[src/rtl/mpic_pkg.sv]
package mpic_pkg;
    localparam int REG_W        = 32;
    localparam int SOFT_LSB     = 16;
    localparam int NLVL         = 16;
    localparam int LVL_W        = $clog2(NLVL);
    localparam int MASK_ALL_BIT = 31;

    localparam int OFS_CPU_PEND = 'h0;
    localparam int OFS_CPU_CLR  = 'h4;
    localparam int OFS_CPU_SET  = 'h8;
    localparam int OFS_SYS_PEND = 'h0;
    localparam int OFS_SYS_MASK = 'h4;
    localparam int OFS_SYS_CLR  = 'h8;
    localparam int OFS_SYS_SET  = 'hC;
    localparam int OFS_SYS_TGT  = 'h10;

    typedef enum logic [0:0] {BUS_IDLE, BUS_READ} bus_state_e;

    // Device bit to priority level; 0 means the bit raises no level.
    function automatic logic [LVL_W-1:0] src_level(input int bitpos);
        case (bitpos)
            7:       return LVL_W'(2);
            8:       return LVL_W'(3);
            18:      return LVL_W'(4);
            9:       return LVL_W'(5);
            16:      return LVL_W'(6);
            10:      return LVL_W'(7);
            20:      return LVL_W'(8);
            11, 30:  return LVL_W'(9);
            19:      return LVL_W'(10);
            12, 22:  return LVL_W'(11);
            14, 15:  return LVL_W'(12);
            13, 17:  return LVL_W'(13);
            default: return '0;
        endcase
    endfunction
endpackage

[src/rtl/mpic_prio_enc.sv]
module mpic_prio_enc #(
    parameter int N = 16,
    parameter int W = $clog2(N)
) (
    input  logic [N-1:0] req_i,
    output logic [W-1:0] idx_o
);
    // Highest set index above 0; index 0 is never reported.
    always_comb begin
        idx_o = '0;
        for (int i = 1; i < N; i++) begin
            if (req_i[i]) idx_o = W'(i);
        end
    end
endmodule

[src/rtl/mpic_sys_regs.sv]
module mpic_sys_regs
    import mpic_pkg::*;
#(
    parameter int NCPU  = 4,
    parameter int TGT_W = $clog2(NCPU)
) (
    input  logic             clk,
    input  logic             rst_n,
    input  logic             clr_we_i,
    input  logic             set_we_i,
    input  logic             tgt_we_i,
    input  logic [REG_W-1:0] wdata_i,
    input  logic [REG_W-1:0] dev_irq_i,
    output logic [REG_W-1:0] mask_o,
    output logic [TGT_W-1:0] target_o,
    output logic [REG_W-1:0] dev_pend_o,
    output logic [NLVL-1:0]  dev_lvl_o
);
    logic [REG_W-1:0] mask_q;
    logic [TGT_W-1:0] tgt_q;

    always_ff @(posedge clk or negedge rst_n) begin
        if (!rst_n) begin
            mask_q <= '1;
            tgt_q  <= '0;
        end else begin
            if (clr_we_i)      mask_q <= mask_q & ~wdata_i;
            else if (set_we_i) mask_q <= mask_q | wdata_i;
            if (tgt_we_i)      tgt_q  <= wdata_i[TGT_W-1:0];
        end
    end

    localparam logic [REG_W-1:0] ALL_BIT = REG_W'(1) << MASK_ALL_BIT;

    assign dev_pend_o = dev_irq_i & ~mask_q & ~ALL_BIT;
    assign mask_o     = mask_q;
    assign target_o   = tgt_q;

    always_comb begin
        dev_lvl_o = '0;
        if (!mask_q[MASK_ALL_BIT]) begin
            for (int b = 0; b < REG_W; b++) begin
                if (dev_pend_o[b]) dev_lvl_o[src_level(b)] = 1'b1;
            end
        end
        dev_lvl_o[0] = 1'b0;
    end

    assert_mask_clr_R4: assert property (@(posedge clk) disable iff (!rst_n)
        clr_we_i |=> ((mask_q & $past(wdata_i)) == '0));
    assert_mask_set_R4: assert property (@(posedge clk) disable iff (!rst_n)
        (set_we_i && !clr_we_i) |=> ((mask_q & $past(wdata_i)) == $past(wdata_i)));
    assert_mask_zero_bits_R4: assert property (@(posedge clk) disable iff (!rst_n)
        (clr_we_i || set_we_i) |=> ((mask_q & ~$past(wdata_i)) == ($past(mask_q) & ~$past(wdata_i))));
    assert_target_hold_R7: assert property (@(posedge clk) disable iff (!rst_n)
        !tgt_we_i |=> $stable(tgt_q));
endmodule

[src/rtl/mpic_cpu_port.sv]
module mpic_cpu_port
    import mpic_pkg::*;
#(
    parameter int CPU_ID = 0,
    parameter int TGT_W  = 2
) (
    input  logic             clk,
    input  logic             rst_n,
    input  logic             clr_we_i,
    input  logic             set_we_i,
    input  logic [NLVL-1:0]  wsoft_i,
    input  logic [NLVL-1:0]  dev_lvl_i,
    input  logic [TGT_W-1:0] target_i,
    output logic [NLVL-1:0]  soft_o,
    output logic [NLVL-1:0]  hard_o,
    output logic [LVL_W-1:0] level_o
);
    logic [NLVL-1:0]  soft_q;
    logic [NLVL-1:0]  lvl_vec;
    logic [LVL_W-1:0] enc_lvl;
    logic [LVL_W-1:0] level_q;

    always_ff @(posedge clk or negedge rst_n) begin
        if (!rst_n)        soft_q <= '0;
        else if (clr_we_i) soft_q <= soft_q & ~wsoft_i;
        else if (set_we_i) soft_q <= soft_q | wsoft_i;
    end

    assign hard_o  = (target_i == TGT_W'(CPU_ID)) ? dev_lvl_i : '0;
    assign lvl_vec = soft_q | hard_o;

    mpic_prio_enc #(.N(NLVL), .W(LVL_W)) u_enc (
        .req_i (lvl_vec),
        .idx_o (enc_lvl)
    );

    always_ff @(posedge clk or negedge rst_n) begin
        if (!rst_n) level_q <= '0;
        else        level_q <= enc_lvl;
    end

    assign soft_o  = soft_q;
    assign level_o = level_q;

    assert_soft_set_R2: assert property (@(posedge clk) disable iff (!rst_n)
        (set_we_i && !clr_we_i) |=> ((soft_q & $past(wsoft_i)) == $past(wsoft_i)));
    assert_soft_clr_R2: assert property (@(posedge clk) disable iff (!rst_n)
        clr_we_i |=> ((soft_q & $past(wsoft_i)) == '0));
    assert_soft_keep_R2: assert property (@(posedge clk) disable iff (!rst_n)
        (set_we_i || clr_we_i) |=> ((soft_q & ~$past(wsoft_i)) == ($past(soft_q) & ~$past(wsoft_i))));
    assert_level_top_R9: assert property (@(posedge clk) disable iff (!rst_n)
        (level_q != '0) |-> (((($past(lvl_vec) >> level_q) & NLVL'(1)) != '0)
                             && ((($past(lvl_vec) >> level_q) >> 1) == '0)));
endmodule

[src/rtl/mp_irq_ctrl.sv]
module mp_irq_ctrl
    import mpic_pkg::*;
#(
    parameter int NCPU   = 4,
    parameter int ADDR_W = 15,
    parameter int PAGE_W = 12
) (
    input  logic                   clk,
    input  logic                   rst_n,
    input  logic [REG_W-1:0]       dev_irq_i,
    input  logic                   bus_wr_i,
    input  logic                   bus_rd_i,
    input  logic [ADDR_W-1:0]      bus_addr_i,
    input  logic [REG_W-1:0]       bus_wdata_i,
    output logic [REG_W-1:0]       bus_rdata_o,
    output logic                   bus_rvalid_o,
    output logic [NCPU*LVL_W-1:0]  cpu_level_o
);
    localparam int PG_W  = ADDR_W - PAGE_W;
    localparam int TGT_W = (NCPU > 1) ? $clog2(NCPU) : 1;

    logic [PG_W-1:0]   page;
    logic [PAGE_W-1:0] off;
    logic              sys_sel;
    logic              sys_clr_we, sys_set_we, sys_tgt_we;
    logic [NCPU-1:0]   cpu_clr_we, cpu_set_we;

    logic [REG_W-1:0]  mask_w, dev_pend_w;
    logic [TGT_W-1:0]  target_w;
    logic [NLVL-1:0]   dev_lvl_w;
    logic [NLVL-1:0]   soft_arr [NCPU];
    logic [NLVL-1:0]   hard_arr [NCPU];

    assign page    = bus_addr_i[ADDR_W-1:PAGE_W];
    assign off     = bus_addr_i[PAGE_W-1:0];
    assign sys_sel = (page == PG_W'(NCPU));

    assign sys_clr_we = bus_wr_i && sys_sel && (off == PAGE_W'(OFS_SYS_CLR));
    assign sys_set_we = bus_wr_i && sys_sel && (off == PAGE_W'(OFS_SYS_SET));
    assign sys_tgt_we = bus_wr_i && sys_sel && (off == PAGE_W'(OFS_SYS_TGT));

    mpic_sys_regs #(.NCPU(NCPU), .TGT_W(TGT_W)) u_sys (
        .clk        (clk),
        .rst_n      (rst_n),
        .clr_we_i   (sys_clr_we),
        .set_we_i   (sys_set_we),
        .tgt_we_i   (sys_tgt_we),
        .wdata_i    (bus_wdata_i),
        .dev_irq_i  (dev_irq_i),
        .mask_o     (mask_w),
        .target_o   (target_w),
        .dev_pend_o (dev_pend_w),
        .dev_lvl_o  (dev_lvl_w)
    );

    for (genvar c = 0; c < NCPU; c++) begin : g_cpu
        assign cpu_clr_we[c] = bus_wr_i && (page == PG_W'(c)) && (off == PAGE_W'(OFS_CPU_CLR));
        assign cpu_set_we[c] = bus_wr_i && (page == PG_W'(c)) && (off == PAGE_W'(OFS_CPU_SET));

        mpic_cpu_port #(.CPU_ID(c), .TGT_W(TGT_W)) u_port (
            .clk       (clk),
            .rst_n     (rst_n),
            .clr_we_i  (cpu_clr_we[c]),
            .set_we_i  (cpu_set_we[c]),
            .wsoft_i   (bus_wdata_i[REG_W-1:SOFT_LSB]),
            .dev_lvl_i (dev_lvl_w),
            .target_i  (target_w),
            .soft_o    (soft_arr[c]),
            .hard_o    (hard_arr[c]),
            .level_o   (cpu_level_o[c*LVL_W +: LVL_W])
        );
    end

    // Read data selection
    logic [REG_W-1:0] rd_mux;
    always_comb begin
        rd_mux = '0;
        if (sys_sel) begin
            case (off)
                PAGE_W'(OFS_SYS_PEND): rd_mux = dev_pend_w;
                PAGE_W'(OFS_SYS_MASK): rd_mux = mask_w;
                PAGE_W'(OFS_SYS_TGT):  rd_mux = REG_W'(target_w);
                default:               rd_mux = '0;
            endcase
        end else begin
            for (int c = 0; c < NCPU; c++) begin
                if (page == PG_W'(c) && off == PAGE_W'(OFS_CPU_PEND))
                    rd_mux = {soft_arr[c], hard_arr[c]};
            end
        end
    end

    // Bus read state machine
    bus_state_e       state_q, state_d;
    logic [REG_W-1:0] rdata_q;

    always_ff @(posedge clk or negedge rst_n) begin
        if (!rst_n) state_q <= BUS_IDLE;
        else        state_q <= state_d;
    end

    always_comb begin
        state_d = state_q;
        unique case (state_q)
            BUS_IDLE: state_d = bus_rd_i ? BUS_READ : BUS_IDLE;
            BUS_READ: state_d = bus_rd_i ? BUS_READ : BUS_IDLE;
            default:  state_d = BUS_IDLE;
        endcase
    end

    always_ff @(posedge clk or negedge rst_n) begin
        if (!rst_n)        rdata_q <= '0;
        else if (bus_rd_i) rdata_q <= rd_mux;
    end

    assign bus_rdata_o  = rdata_q;
    assign bus_rvalid_o = (state_q == BUS_READ);

    assert_rvalid_follows_R10: assert property (@(posedge clk) disable iff (!rst_n)
        bus_rd_i |=> bus_rvalid_o);
    assert_rvalid_quiet_R10: assert property (@(posedge clk) disable iff (!rst_n)
        !bus_rd_i |=> !bus_rvalid_o);
endmodule

[config.mk]
export PLATFORM = sky130hd
export DESIGN_NAME = mp_irq_ctrl
export DESIGN_NICKNAME = d
export VERILOG_FILES = /design/src/rtl/mpic_pkg.sv /design/src/rtl/mpic_prio_enc.sv /design/src/rtl/mpic_sys_regs.sv /design/src/rtl/mpic_cpu_port.sv /design/src/rtl/mp_irq_ctrl.sv
export SDC_FILE = /design/constraint.sdc
export NUM_CORES = 1
export LEC_CHECK = 0
export BUFFER_PORTS_ARGS = -buffer_cell sky130_fd_sc_hd__buf_2
export CAP_MARGIN = 20
export CORE_AREA = 3 3 195 197
export CTS_CLUSTER_DIAMETER = 60
export DETAILED_ROUTE_END_ITERATION = 8
export DIE_AREA = 0 0 198 200
export SYNTH_ARGS = -nofsm -noshare
export SYNTH_HDL_FRONTEND = slang
export SYNTH_HIERARCHICAL = 1
export SYNTH_SLANG_ARGS = --single-unit
[constraint.sdc]
create_clock -name clk -period 3.2 [get_ports clk]
set_input_delay 0.32 -clock clk [delete_from_list [all_inputs] [get_ports clk]]
set_output_delay 0.32 -clock clk [all_outputs]
set_load 0.02 [all_outputs]
==> run_results.csv <==
group,metric,value,unit
critical_path,r2r_setup_slack,0.72,ns
global_route,track_usage,0.160,
timing,fin_crit_sh,0.776,
routing,drc,0,
pwr,switching_share,0.262,
timing,finalHoldViolations,0,
clock_tree,cts_tree,"yes",
clock_tree,cts_resized,0,
floorplanning,die_h,200,um
clock_tree,post-cts-setup-buffers,0,
synth,netlist_area,9050,sq um
global_route,grt_overflow,0,
global_route,first_global_vias,7861,
pwr,p_switching,0.00111,W
timing,fin_tns_setup,0,ns
pwr,powerDensity,397,nW/um^2
synth,synth_cells,951,
pwr,p_clk_frac,0.471,
synth,ys_warn_count,6,
clock_tree,numClockSinks,147,
global_route,antenna_found_initial,7,
routing,via_per_inst,5.09,
floorplanning,initial_core_util,0.248,
timing,finClkSkew,0.0139,ns
pwr,leakagePower,4.98,nW
timing,tightestPinTransition,0.917,ns
critical_path,cpPeakStageDelay,0.69,ns
final_layout,fillers,3846,
routing,antenna_left,0,
final_layout,drive_gt1_frac,0.262,
clock_tree,clkLatencyLatePin,0.43,ns
routing,wl_met2,15800,um
timing,rsz0062_at_grt,"no",
placement,gp_congestion,0.916,
placement,port_buffers,130,
hold_path,hold_class,"in -> reg",
critical_path,cp.arrival,2.78,ns
routing,top_layer,"met5",
timing,clock.fmax,403,MHz
critical_path,cp_num_buf_inv,0,
job,maxCapViolCount,0,
critical_path,cp_slowest_cell,"nor2_4",
routing,routed-wl-met3,2140,um
critical_path,crit_family,"simple AND/OR/NAND/NOR gates",
routing,met1_length,13200,um
critical_path,crit_type,"reg -> reg",
critical_path,path_cells,"nor2_4 > a21o_1 > or3b_1 > a311oi_1 > a31oi_1",
placement,hpwl,23400,um
routing,drt-total-wl,31700,um
final_layout,fin_area,10600,sq um
synth,synth_area_per_cell,9.52,sq um
global_route,grt_start_max_net_pins,67,
critical_path,startpoint_type,"register",
floorplanning,core_area,36400,sq um
critical_path,reg2reg_depth,5,
critical_path,critPathRequiredTime,3.50,ns
clock_tree,numCtsBuffers,17,
routing,dr_total_vias,7886,
timing,slew_headroom,0.387,
pwr,seq_power_share,0.443,
clock_tree,root_buffer,"clkbuf_16",
routing,dr.first_iter.drc_count,681,
pwr,ir_drop,0.239,mV
clock_tree,htreeDepth,4,
timing,period_minus_slack,2.48,ns
floorplanning,die-area,39600,sq um
run_status,status,"finished clean",
clock_tree,clkTransAtPathRegs,0.07,ns
floorplanning,ioPinCount,132,
critical_path,worst-path-max-fanout,31,
floorplanning,die_w,198,um
routing,wl_per_cell,20.5,um
timing,report.final.setup_viol,0,
timing,slew_violations,0,
global_route,grt_first_pass_wirelength,48100,um
floorplanning,row_count,70,
hold_path,holdPathStages,2,
critical_path,reg2reg_to,"g_cpu[0].u_port/level_o[0]",
final_layout,layout.nets,1149,
final_layout,finish.utilization,0.291,
placement,post_dp_cell_area,10000,sq um
critical_path,endpoint_kind,"register",
final_layout,syn_to_final_growth,17.3,%
pwr,power.internal,0.00311,W
routing,first_pass_iters,5,
critical_path,rr_startpoint,"u_sys/target_o[0]",
hold_path,hp-start,"bus_wdata_i[4]",
pwr,combPwrFrac,0.086,
clock_tree,cts_buffer_depth,2,
==> power by group through the flow <==
| stage | combinational, W | sequential (W) | clock, W |
|---|---|---|---|
| 2_1_floorplan | 0.000161 | 0.00190 | 0 |
| 5_1_grt | 0.000396 | 0.00187 | 0.00210 |
| 6_report | 0.000363 | 0.00187 | 0.00199 |
| 3_3_place_gp | 0.000354 | 0.00190 | 0 |
| 4_1_cts | 0.000362 | 0.00187 | 0.00202 |
| 3_5_place_dp | 0.000360 | 0.00190 | 0 |
==> area by class of cell <==
type / instances / area (sq um) / share of cell area
inverter: 34 / 128 / 0.0120
tap: 468 / 586 / 0.0551
multi-input combinational: 703 / 4680 / 0.441
antenna: 1 / 2.50 / 0.000236
clock inverter: 13 / 128 / 0.0120
sequential: 147 / 3720 / 0.350
timing repair buffer: 163 / 920 / 0.0866
clock buffer: 19 / 453 / 0.0427
==> stage by stage <==
| step | std cells | power (W) | setup WS, ns | hold slack, ns |
|---|---|---|---|---|
| after detailed placement | 1514 | 0.00226 | 0.731 | 0.362 |
| after global placement | 1514 | 0.00225 | 0.775 | 0.357 |
| after global routing | 1547 | 0.00436 | 0.527 | 0.0355 |
| after CTS | 1547 | 0.00425 | 0.728 | 0.0204 |
| final | 1548 | 0.00422 | 0.717 | 0.0330 |
| after floorplan | 955 | 0.00207 | 1.09 | 0.0244 |
==> cells in the final DEF (no fill, tap or decap), drive strengths merged, types with 11 or more instances in the layout <==
cell	instances
dfrtp	115
or2	15
nand2b	11
nor2b	51
clkbuf	19
nand2	38
a221o	33
o21ai	37
and3	18
a21o	45
dfstp	32
o32ai	29
buf	162
and2	49
nor2	48
mux2i	63
inv	37
a21oi	195
==> per-layer routing <==
layer / vias to the layer above / global-route usage
met5: - / 0
met4: 8 / 0.0417
met3: 50 / 0.0418
met2: 247 / 0.272
met1: 3897 / 0.202
li1: 3684 / -
==> timing repair <==
action	CTS	global route
hold buffers	1	0
hold endpoints to repair	57	0
endpoints found under the setup margin	0	0
==> how the worst max path moves through the flow <==
stage                                  from                          to  slack, ns  cells after the start
final                     u_sys/target_o[0]  g_cpu[0].u_port/level_o[0]       0.72                      5
after global routing      u_sys/target_o[0]  g_cpu[0].u_port/level_o[0]       0.53                      5
after CTS                 u_sys/target_o[0]  g_cpu[0].u_port/level_o[0]       0.73                      5
after detailed placement  u_sys/target_o[0]  g_cpu[0].u_port/level_o[0]       0.73                      5
after global placement    u_sys/target_o[0]  g_cpu[0].u_port/level_o[0]       0.77                      5
after floorplan                    register  g_cpu[3].u_port/level_o[0]       1.09                      7
Note: power is estimated with default switching activity, not from simulation.
